===== config.mk =====
export PLATFORM = sky130hd
export DESIGN_NAME = daisy_grant_chain
export DESIGN_NICKNAME = d
export VERILOG_FILES = /design/src/rtl/daisy_grant_chain.sv
export SDC_FILE = /design/constraint.sdc
export NUM_CORES = 1
export LEC_CHECK = 0
export CORE_AREA = 4 4 41 43
export DETAILED_ROUTE_END_ITERATION = 6
export DIE_AREA = 0 0 45 47
export GPL_ROUTABILITY_DRIVEN = 0
export HOLD_SLACK_MARGIN = 0.03
export SLEW_MARGIN = 10
export SYNTH_ARGS = -nofsm -noshare
export SYNTH_HDL_FRONTEND = slang
export SYNTH_SLANG_ARGS = --single-unit

===== constraint.sdc =====
create_clock -name clk -period 2.4 [get_ports clk]
set_input_delay 0.48 -clock clk [delete_from_list [all_inputs] [get_ports clk]]
set_output_delay 0.48 -clock clk [all_outputs]
set_load 0.005 [all_outputs]

===== src/rtl/daisy_grant_chain.sv =====
module daisy_grant_chain #(
  parameter int N_MASTERS = 4,
  parameter int IW = (N_MASTERS > 1) ? $clog2(N_MASTERS) : 1
) (
  input  logic                 clk,
  input  logic                 rst_n,
  input  logic [N_MASTERS-1:0] req_i,
  input  logic                 xfer_done,
  output logic                 bus_req,
  output logic                 bus_grant,
  output logic                 bus_busy,
  output logic [N_MASTERS-1:0] grant_out,
  output logic                 owner_vld,
  output logic [IW-1:0]        owner_id
);
  localparam logic [IW-1:0] LAST = IW'(N_MASTERS - 1);

  logic          tok_v;
  logic [IW-1:0] tok_pos;
  logic          busy_q;
  logic [IW-1:0] owner_q;
  logic [N_MASTERS-1:0] grant_in;

  assign bus_req = |req_i;

  for (genvar k = 0; k < N_MASTERS; k++) begin : g_stage
    assign grant_in[k]  = tok_v && (tok_pos == IW'(k));
    assign grant_out[k] = grant_in[k] & ~req_i[k];
  end

  assign bus_grant = grant_in[0];
  assign bus_busy  = busy_q;
  assign owner_vld = busy_q;
  assign owner_id  = busy_q ? owner_q : '0;

  always_ff @(posedge clk) begin
    if (!rst_n) begin
      tok_v   <= 1'b0;
      tok_pos <= '0;
      busy_q  <= 1'b0;
      owner_q <= '0;
    end else if (busy_q) begin
      if (xfer_done) busy_q <= 1'b0;
    end else if (tok_v) begin
      if (req_i[tok_pos]) begin
        busy_q  <= 1'b1;
        owner_q <= tok_pos;
        tok_v   <= 1'b0;
      end else if (tok_pos == LAST) begin
        tok_v <= 1'b0;
      end else begin
        tok_pos <= tok_pos + 1'b1;
      end
    end else if (bus_req) begin
      tok_v   <= 1'b1;
      tok_pos <= '0;
    end
  end

  a_r9_grant_onehot: assert property (@(posedge clk) disable iff (!rst_n)
    $onehot0(grant_out));

  a_r7_no_grant_busy: assert property (@(posedge clk) disable iff (!rst_n)
    bus_busy |-> (!bus_grant && grant_out == '0));

  a_r7_busy_hold: assert property (@(posedge clk) disable iff (!rst_n)
    (bus_busy && !xfer_done) |=> (bus_busy && $stable(owner_id)));

  a_r5_capture: assert property (@(posedge clk) disable iff (!rst_n)
    (tok_v && req_i[tok_pos]) |=> (bus_busy && owner_id == $past(tok_pos)));

  a_r4_advance: assert property (@(posedge clk) disable iff (!rst_n)
    (tok_v && !req_i[tok_pos] && tok_pos != LAST) |=>
      (tok_v && tok_pos == $past(tok_pos) + 1'b1));

  a_r3_launch: assert property (@(posedge clk) disable iff (!rst_n)
    (!tok_v && !bus_busy && bus_req) |=> bus_grant);
endmodule


==> metrics.txt <==
largest net degree at the start of global routing 11; Final min period about 2.2 ns; Critical Path Start Type flop; htree depth 1; Syn Nets just under 60; Port-buffer cells 16; CP Max Fanout 7; Die W roughly 45 um; pwr dens a little over 400 mW/mm^2; DR vias 389; die area 0.00212 sq mm; most frequent cells in the layout clkdlybuf4s50_1 (15), nand2_1 (9), dfxtp_1 (6); die height roughly 47 um; vias in the first global route approximately 350; Initial Util 32.6%; Overall Global Routing Usage 10.6%; I/O pin total 17; Setup-failing EPs final 0; Least-Margin Pin Slew roughly 0.31 ns; latest clock arrival within the worst-skew pair 0.24 ns; First-pass DRT Iterations 4; syn avg cell area a little under 9 sq um; synth top area cells dfxtp_1 (28%), ha_1 (12%), mux2i_1 (9.4%); CP arrival around 1.7 ns; unrepaired setup endpoints after global routing no; CP Class reg2out; # DRC 0; total CTS buffers 3; # Post-CTS Setup Buffers 0; post-synthesis cell type count 22; CTS max path bufs 2; Clk Tree Root Cell clkbuf_4; Hold WC Path Type reg2reg; Ys Warns 0; Mapped Cells 48; TritonCTS clock tree done; First DRT Iteration DRCs 9; Area Overhead vs Synth 51.6%; Core Area 0.00130 sq mm; outcome complete, no violations; Final HPWL DP between 700 and 800 um; max cap viols 0; routed vias/inst around 4.6; f_max between 400 and 500 MHz; global-route wire length before repair ~1600 um; antenna-violating nets left 0; FP Rows 13; initial antenna violation count 0; share of layout cells above drive strength 1 between 10% and 20%; Yosys reg bits 6; Leakage between 0.2 and 0.3 nW; Slew Viols, Final 0; final period utilization approximately nine tenths; hold_ws approximately 0.46 ns; commonest non-fill, non-tap cell in the layout clkdlybuf4s50_1; total gr overflow 0; wire per inst roughly 11 um; peak supply drop ~0.00032 V; clock net sink count 6; Fin Setup TNS 0 ns; CP required approximately 1.9 ns; Fin Clk Skew ~0.0039 ns; Worst setup EP type output port; Synth area leader dfxtp_1; final hold viol count 0; Seq/Total Area, Yosys between 20% and 30%; Clock transition at path regs roughly 0.040 ns; Slew headroom between 70 and 80%; Yosys top cell area share ~28%; diode count 0; # nets final about 80; Total Routed Length 907 um; synthesized area around 420 sq um
==> state kept, by name (all words and copies together) (netlist names) <==
register  count
tok_v         1
bus_busy      1
tok_pos       2
owner_q       2
==> timing repair <==
item                                    4_1_cts  5_1_grt
resized for setup                             0        1
hold buffers                                  0        0
endpoints found under the hold margin         0        0
endpoints found under the setup margin        0        1
==> cell type report <==
type                       count  area [sq um]
clock buffer                   3          22.5
fill                         134           658
inverter                       2          7.51
multi-input combinational     39           289
sequential                     6           120
tap                           15          18.8
timing repair buffer          19           185
==> cells in the mapped netlist (all sizes together) <==
library cell	instances
inv	2
o311a	1
and2	3
mux2i	4
or4	1
nor3b	1
nand2b	2
a21boi	1
o22ai	1
o21ai	1
and3b	3
buf	1
a22o	1
nand4b	1
o21ba	1
nor2	2
ha	4
nor2b	2
nand3	1
nand2	9
dfxtp	6
==> logic make-up after synthesis <==
| group | after synthesis | share of synthesized area (%) |
|---|---|---|
| buffers and inverters | 3 | 3.54 |
| muxes | 4 | 9.44 |
| DFF | 6 | 28.3 |
| and+or+nand+nor | 25 | 35.7 |
| adders and majority gates | 4 | 11.8 |
| AOI/OAI and AO/OA | 6 | 11.2 |
==> metrics by stage <==
stage / util (%) / std cells / power (mW) / cell area, sq um / setup WS [ns]
2_1_floorplan: - / 48 / 0.144 / 424 / 0.864
3_3_place_gp: 47.5 / 81 / 0.179 / 618 / 0.0296
3_5_place_dp: 47.5 / 81 / 0.178 / 618 / 0.0175
4_1_cts: 49.2 / 84 / 0.270 / 641 / 0.0125
5_1_grt: 49.4 / 84 / 0.284 / 643 / 0.131
6_report: 49.4 / 84 / 0.265 / 643 / 0.249
==> layer usage <==
| metal | track usage, % | vias up | share of wire, % |
|---|---|---|---|
| met3 | 6.90 | 0 | 5.4 |
| met5 | 0 | - | 0 |
| li1 | - | 209 | - |
| met1 | 14.4 | 173 | 48 |
| met2 | 13.3 | 7 | 46 |
| met4 | 3.51 | 0 | 0 |
==> critical path: stages, from the launching register on <==
cell and delay, ns:
dfxtp_1 0.42, inv_1 0.11, ha_1 0.18, and2_1 0.16, nor2b_1 0.12, clkdlybuf4s50_1 0.43
==> where the power goes <==
group,switching (mW),leakage (nW),internal [mW],total [mW]
logic,0.0218,0.210,0.0403,0.0621
registers,0.00906,0.0488,0.104,0.113
clock network,0.0331,0.0138,0.0563,0.0894
==> final timing paths <==
| path | cells past startpoint | slack (ns) | to | from |
|---|---|---|---|---|
| hold reg to reg | 2 | 0.46 | owner_q[1] | owner_q[1] |
| setup / recovery | 5 | 0.25 | grant_out[0] | tok_pos[1] |
| setup reg to reg | 4 | 0.85 | tok_v | tok_pos[1] |
| hold / removal | 2 | 0.46 | owner_q[1] | owner_q[1] |
(Power assumes the default switching activity.)
